`config.mk`:
```
export PLATFORM = sky130hd
export DESIGN_NAME = frameRefGen
export DESIGN_NICKNAME = d
export VERILOG_FILES = /design/src/rtl/frameRefPkg.sv /design/src/rtl/frameCtl.sv /design/src/rtl/frameDp.sv /design/src/rtl/frameRefGen.sv
export SDC_FILE = /design/constraint.sdc
export NUM_CORES = 1
export LEC_CHECK = 0
export CAP_MARGIN = 40
export CORE_ASPECT_RATIO = 0.8
export CORE_MARGIN = 2
export CORE_UTILIZATION = 45
export DETAILED_ROUTE_END_ITERATION = 12
export DONT_BUFFER_PORTS = 1
export MAX_ROUTING_LAYER = met4
export SYNTH_ARGS = -nofsm -noshare
export SYNTH_HDL_FRONTEND = slang
export SYNTH_SLANG_ARGS = --single-unit
```
`constraint.sdc`:
```
create_clock -name clk -period 4.1 [get_ports clk]
set_input_delay 0 -clock clk [delete_from_list [all_inputs] [get_ports clk]]
set_output_delay 0 -clock clk [all_outputs]
set_load 0.02 [all_outputs]
```
`src/rtl/frameRefPkg.sv`:
```
package frameRefPkg;

  // Strobes from position control to the output datapath
  typedef struct packed {
    logic fire;   // frame-start position reached, latency already applied
    logic armed;  // a first-field vsync has been seen since reset
  } ctlStrobe_t;

endpackage

```
`src/rtl/frameCtl.sv`:
```
module frameCtl
  import frameRefPkg::*;
#(
  parameter int SAMPLE_W = 12,
  parameter int LINE_W   = 11,
  parameter int SEP_LAT  = 3,
  parameter int EMB_LAT  = 6
) (
  input  logic                  clk,
  input  logic                  rstN,
  input  logic                  vsync,
  input  logic                  fieldBit,
  input  logic                  sepSyncMode,
  input  logic [SAMPLE_W+1:0]   cfgSample,
  input  logic [LINE_W-1:0]     cfgLine,
  input  logic [SAMPLE_W-1:0]   cfgDivider,
  output ctlStrobe_t            strobe
);

  // match is formed one cycle after the clearing edge and sofOut is one
  // register after the tap, so a latency of LAT uses pipe stage LAT-2
  localparam int PIPE_D  = EMB_LAT - 1;
  localparam int SEP_TAP = SEP_LAT - 2;
  localparam int EMB_TAP = EMB_LAT - 2;

  logic                vsyncQ;
  logic                vsRise;
  logic                f0Start;
  logic [1:0]          subCnt;
  logic [SAMPLE_W-1:0] sampCnt;
  logic [LINE_W-1:0]   lineCnt;
  logic                armed;
  logic                sampWrap;
  logic                matchHit;
  logic [PIPE_D-1:0]   matchPipe;

  assign vsRise   = vsync & ~vsyncQ;
  assign f0Start  = vsRise & ~fieldBit;
  assign sampWrap = (subCnt == 2'd3) && (sampCnt >= cfgDivider);

  always_ff @(posedge clk) begin
    if (!rstN) begin
      vsyncQ <= 1'b0;
    end else begin
      vsyncQ <= vsync;
    end
  end

  // Position counters: subsample every clock, sample on subsample wrap,
  // line on sample wrap at the divider value
  always_ff @(posedge clk) begin
    if (!rstN) begin
      subCnt  <= '0;
      sampCnt <= '0;
      lineCnt <= '0;
      armed   <= 1'b0;
    end else if (f0Start) begin
      subCnt  <= '0;
      sampCnt <= '0;
      lineCnt <= '0;
      armed   <= 1'b1;
    end else begin
      subCnt <= subCnt + 2'd1;
      if (subCnt == 2'd3) begin
        sampCnt <= sampWrap ? '0 : sampCnt + 1'b1;
      end
      if (sampWrap) begin
        lineCnt <= lineCnt + 1'b1;
      end
    end
  end

  assign matchHit = armed && !f0Start
                 && (subCnt  == cfgSample[1:0])
                 && (sampCnt == cfgSample[SAMPLE_W+1:2])
                 && (lineCnt == cfgLine);

  always_ff @(posedge clk) begin
    if (!rstN) begin
      matchPipe <= '0;
    end else begin
      matchPipe <= {matchPipe[PIPE_D-2:0], matchHit};
    end
  end

  // Mode picks the tap; when both latencies coincide there is one tap only
  generate
    if (SEP_TAP == EMB_TAP) begin : gOneTap
      assign strobe.fire = matchPipe[EMB_TAP];
    end else begin : gTwoTap
      assign strobe.fire = sepSyncMode ? matchPipe[SEP_TAP] : matchPipe[EMB_TAP];
    end
  endgenerate

  assign strobe.armed = armed;

  AST_NO_EARLY_SOF: assert property (@(posedge clk) disable iff (!rstN)
    !armed |-> !strobe.fire);

  AST_F1_KEEPS_COUNT: assert property (@(posedge clk) disable iff (!rstN)
    (vsRise && fieldBit) |=> (subCnt == $past(subCnt) + 2'd1));

  AST_LINE_ONLY_ON_WRAP: assert property (@(posedge clk) disable iff (!rstN)
    (!f0Start && !(subCnt == 2'd3)) |=> $stable(lineCnt));

endmodule

```
`src/rtl/frameDp.sv`:
```
module frameDp
  import frameRefPkg::*;
#(
  parameter int SAMPLE_W = 12
) (
  input  logic                clk,
  input  logic                rstN,
  input  ctlStrobe_t          strobe,
  input  logic [SAMPLE_W-1:0] cfgDivider,
  output logic                sofOut,
  output logic                refDivOut
);

  localparam int PER_W = SAMPLE_W + 1;

  logic [PER_W-1:0]    period;
  logic [PER_W-1:0]    halfPer;
  logic [SAMPLE_W-1:0] divCnt;
  logic [SAMPLE_W-1:0] divNext;
  logic [SAMPLE_W-1:0] sofCnt;

  assign period  = {1'b0, cfgDivider} + 1'b1;
  assign halfPer = period >> 1;

  // Divider restarts on every frame start so its edge lands on sofOut's
  always_comb begin
    if (strobe.fire) begin
      divNext = '0;
    end else if (divCnt >= cfgDivider) begin
      divNext = '0;
    end else begin
      divNext = divCnt + 1'b1;
    end
  end

  always_ff @(posedge clk) begin
    if (!rstN) begin
      divCnt    <= '0;
      refDivOut <= 1'b0;
    end else if (!strobe.armed) begin
      divCnt    <= '0;
      refDivOut <= 1'b0;
    end else begin
      divCnt    <= divNext;
      refDivOut <= ({1'b0, divNext} < halfPer);
    end
  end

  // Frame-start pulse: high for one divider period
  always_ff @(posedge clk) begin
    if (!rstN) begin
      sofOut <= 1'b0;
      sofCnt <= '0;
    end else if (strobe.fire) begin
      sofOut <= 1'b1;
      sofCnt <= cfgDivider;
    end else if (sofCnt != '0) begin
      sofCnt <= sofCnt - 1'b1;
    end else begin
      sofOut <= 1'b0;
    end
  end

  AST_SOF_FROM_FIRE: assert property (@(posedge clk) disable iff (!rstN)
    $rose(sofOut) |-> $past(strobe.fire));

  AST_SOF_PHASE: assert property (@(posedge clk) disable iff (!rstN)
    ($rose(sofOut) && cfgDivider != '0) |-> refDivOut);

  AST_DIV_IDLE: assert property (@(posedge clk) disable iff (!rstN)
    !strobe.armed |=> !refDivOut);

endmodule

```
`src/rtl/frameRefGen.sv`:
```
module frameRefGen
  import frameRefPkg::*;
#(
  parameter int SAMPLE_W = 12,
  parameter int LINE_W   = 11,
  parameter int SEP_LAT  = 3,
  parameter int EMB_LAT  = 6
) (
  input  logic                clk,
  input  logic                rstN,
  input  logic                vsync,
  input  logic                fieldBit,
  input  logic                sepSyncMode,
  input  logic [SAMPLE_W+1:0] cfgSample,
  input  logic [LINE_W-1:0]   cfgLine,
  input  logic [SAMPLE_W-1:0] cfgDivider,
  output logic                sofOut,
  output logic                refDivOut
);

  ctlStrobe_t strobe;

  frameCtl #(
    .SAMPLE_W (SAMPLE_W),
    .LINE_W   (LINE_W),
    .SEP_LAT  (SEP_LAT),
    .EMB_LAT  (EMB_LAT)
  ) u_ctl (
    .clk         (clk),
    .rstN        (rstN),
    .vsync       (vsync),
    .fieldBit    (fieldBit),
    .sepSyncMode (sepSyncMode),
    .cfgSample   (cfgSample),
    .cfgLine     (cfgLine),
    .cfgDivider  (cfgDivider),
    .strobe      (strobe)
  );

  frameDp #(
    .SAMPLE_W (SAMPLE_W)
  ) u_dp (
    .clk        (clk),
    .rstN       (rstN),
    .strobe     (strobe),
    .cfgDivider (cfgDivider),
    .sofOut     (sofOut),
    .refDivOut  (refDivOut)
  );

endmodule

```
==> run_results.csv <==
group,metric,value,unit
flow_run,drv_cap,0,
pwr,cellPowerDensity,387,mW/mm^2
sta,tightest_slew,0.798,ns
pwr,p_leak,1.75,nW
floorplanning,fp.dieH,85.3,um
drt,detail-route-antenna-nets,0,
sta,hold_viol,0,
clock_network,cts_resized,0,
drt,post_drt_wl_per_cell,15.6,um
floorplanning,ios,44,
clock_network,root_buffer,"clkbuf_8",
finish,final_cell_mix,"58 x dfxtp_1, 41 x ha_1, 36 x nand2_1, 36 x xor2_1, 34 x nor2_1",
sta,relSlewSlack,46.6,%
sta,skew,0.0159,ns
worst_setup_path,r2r_slack,0.83,ns
sta,rsz0062_at_grt,"no",
sta,finalSetupTns,0,ns
finish,synthToLayoutAreaGrowth,14.2,%
logic_synthesis,synth_cell_types,41,
worst_setup_path,crit_required,4.37,ns
place,dp_slack,0.871,ns
floorplanning,die_x,106,um
sta,fmax,306,MHz
clock_network,cts_buffers,9,
worst_setup_path,cp-end-kind,"register",
floorplanning,fp-row-count,29,
clock_network,clockBufferDepth,2,
drt,routed-via-count,3119,
finish,drive_above_1_share,5.15,%
sta,setup_viol,0,
clock_network,path_clk_slew,0.08,ns
pwr,vdd_drop_max,0.211,mV
sta,post-route-min-period,3.27,ns
logic_synthesis,synth_seq_cells,58,
drt,drcViolationCount,0,
clock_network,clock-sinks,58,
logic_synthesis,syn_avg_cell_area,8.46,sq um
worst_setup_path,startpoint_type,"register",
sta,timing.final.crit_share,79.7,%
worst_setup_path,reg2reg_from,"u_dp.divCnt[0]$_SDFF_PN0_",
floorplanning,initial_core_util,46.6,%
clock_network,htreeDepth,3,
logic_synthesis,synthCells,440,
finish,num_antenna_cells,0,
sta,layout_setup_ws,0.830,ns
logic_synthesis,yosysWarnings,0,
place,post-dp-hpwl,6800,um
sta,slew_viol_final,0,
clock_network,clk_latency,0.35,ns
worst_setup_path,r2r-end,"u_dp.refDivOut$_SDFF_PN0_",
clock_network,cts_setup_buffers,0,
pwr,design_power_total,1.64,mW
logic_synthesis,syn_nets,523,
worst_setup_path,crit_path_end,"u_dp.refDivOut$_SDFF_PN0_",
finish,final_util,53.2,%
finish,nets,544,
floorplanning,dieArea,0.00902,sq mm
global_route,grt_max_degree,21,
global_route,grt_overflow,0,
run_status,run_status,"finished clean",
place,gp_congestion,0.903,
global_route,grt_first_pass_wirelength,14800,um
worst_setup_path,path_class,"reg -> reg",
worst_setup_path,reg2reg_depth,14,
min_path,hold_path.class,"in -> reg",
worst_setup_path,startpoint,"u_dp.divCnt[0]$_SDFF_PN0_",
global_route,grt_usage,21.6,%
place,port_buffers,0,
drt,vias_per_cell,5.43,
sta,whs,0.0124,ns
drt,dr.pass1.iters,4,
drt,drtIter0Drc,158,
clock_network,cts_tree,"done",
global_route,grt_pass1_vias,2984,
finish,final_common_cell,"dfxtp_1",
worst_setup_path,crit_path_max_fanout,12,
floorplanning,core,0.00798,sq mm
global_route,antenna_found_initial,0,
logic_synthesis,synth_area,0.00372,sq mm
logic_synthesis,ys_seq_area_share,31.2,%
drt,wirelength,8970,um
worst_setup_path,critPathArrivalTime,3.54,ns
stage by stage:
step                      instance area [sq um]  cells
final                                      4250    574
after global routing                       4250    574
after CTS                                  4250    574
after detailed placement                   3840    541
after global placement                     3840    541
after floorplan                            3720    440
cells by family after synthesis:
family | share of synthesized area, %
AO/OA/AOI/OAI | 10.8
XOR/XNOR | 15.3
adder cells (fa/ha/maj) | 13.8
buffers and inverters | 3.03
flip-flops | 31.2
multiplexers | 1.38
AND/OR/NAND/NOR | 24.5
cells in the mapped netlist (all sizes together):
master	count	area [sq um]
a2111oi	1	8.76
a211o	1	8.76
a211oi	3	22.5
a21boi	3	22.5
a21o	2	15.0
a21oi	21	105
a2bb2oi	1	8.76
a31oi	2	12.5
and2	7	43.8
and3	7	43.8
and4	4	35.0
buf	1	7.51
clkbuf	9	33.8
dfxtp	58	1160
ha	41	513
inv	19	71.3
mux2	1	11.3
mux2i	4	40.0
nand2	36	135
nand2b	8	50.1
nand3	24	120
nand3b	1	7.51
nand4	12	75.1
nor2	34	128
nor2b	4	25.0
nor3	18	90.1
nor3b	3	22.5
nor4	8	56.3
o2111ai	1	8.76
o211ai	4	30.0
o21a	3	22.5
o21ai	17	85.1
o31ai	7	52.6
or2	1	6.26
or3	1	6.26
or4	8	67.6
xnor2	29	254
xor2	36	315
what timing repair did:
action / in CTS / in global routing
endpoints found under the hold margin: 21 / 0
endpoints found under the setup margin: 0 / 0
hold buffers: 17 / 0
worst min path at each step:
stage / start / end / slack (ns) / cells past startpoint
floorplan: vsync / u_ctl.vsyncQ$_SDFF_PN0_ / 0.12 / 1
global placement: rstN / u_ctl.armed$_SDFFE_PN0P_ / 0.12 / 1
detailed placement: vsync / u_ctl.vsyncQ$_SDFF_PN0_ / 0.13 / 1
CTS: rstN / u_ctl.lineCnt[5]$_SDFFE_PP0P_ / 0.0009 / 3
global route: rstN / u_ctl.lineCnt[5]$_SDFFE_PP0P_ / 0.02 / 3
finish: cfgDivider[11] / u_dp.sofCnt[11]$_SDFFE_PN0P_ / 0.01 / 3
final cells by class:
class,instances,area [sq um]
well taps,108,135
inverters,19,71.3
repair buffers,20,193
clock inverters,7,118
multi-input cells,353,2450
flip-flops and latches,58,1160
clock buffers,9,124
fillers,759,3730
layer usage:
layer	routed length, um	track usage [%]	share of wire (%)
met1	4710	30.1	53
met2	3710	31.1	41
met3	423	5.22	4.7
met4	126	6.34	1.4
met5	0	-	0
where the power goes:
group | leakage (nW) | internal [mW] | total [mW] | switching, mW
clock | 0.111 | 0.402 | 0.653 | 0.251
sequential | 0.470 | 0.605 | 0.647 | 0.0418
combinational | 1.17 | 0.167 | 0.343 | 0.176
total | 1.75 | 1.17 | 1.64 | 0.469
registers in the layout (all words and copies together) (netlist names):
name and flops:
u_ctl.armed 1, u_ctl.lineCnt 11, u_ctl.matchPipe 5, u_ctl.sampCnt 12, u_ctl.subCnt 2, u_ctl.vsyncQ 1, u_dp.divCnt 12, u_dp.refDivOut 1
u_dp.sofCnt 12, u_dp.sofOut 1
worst max-delay path, cell delays in order, from the launching register on:
cell      delay, ns
dfxtp_1        0.45
inv_1          0.10
ha_1           0.27
nand2b_1       0.09
a21oi_1        0.06
o21a_1         0.17
o211ai_1       0.64
nor2_1         0.16
ha_1           0.35
a21oi_1        0.12
o21ai_0        0.10
a21o_1         0.18
a211oi_1       0.23
nor2_1         0.07
a211oi_1       0.19
Note: power is estimated with default switching activity, not from simulation.
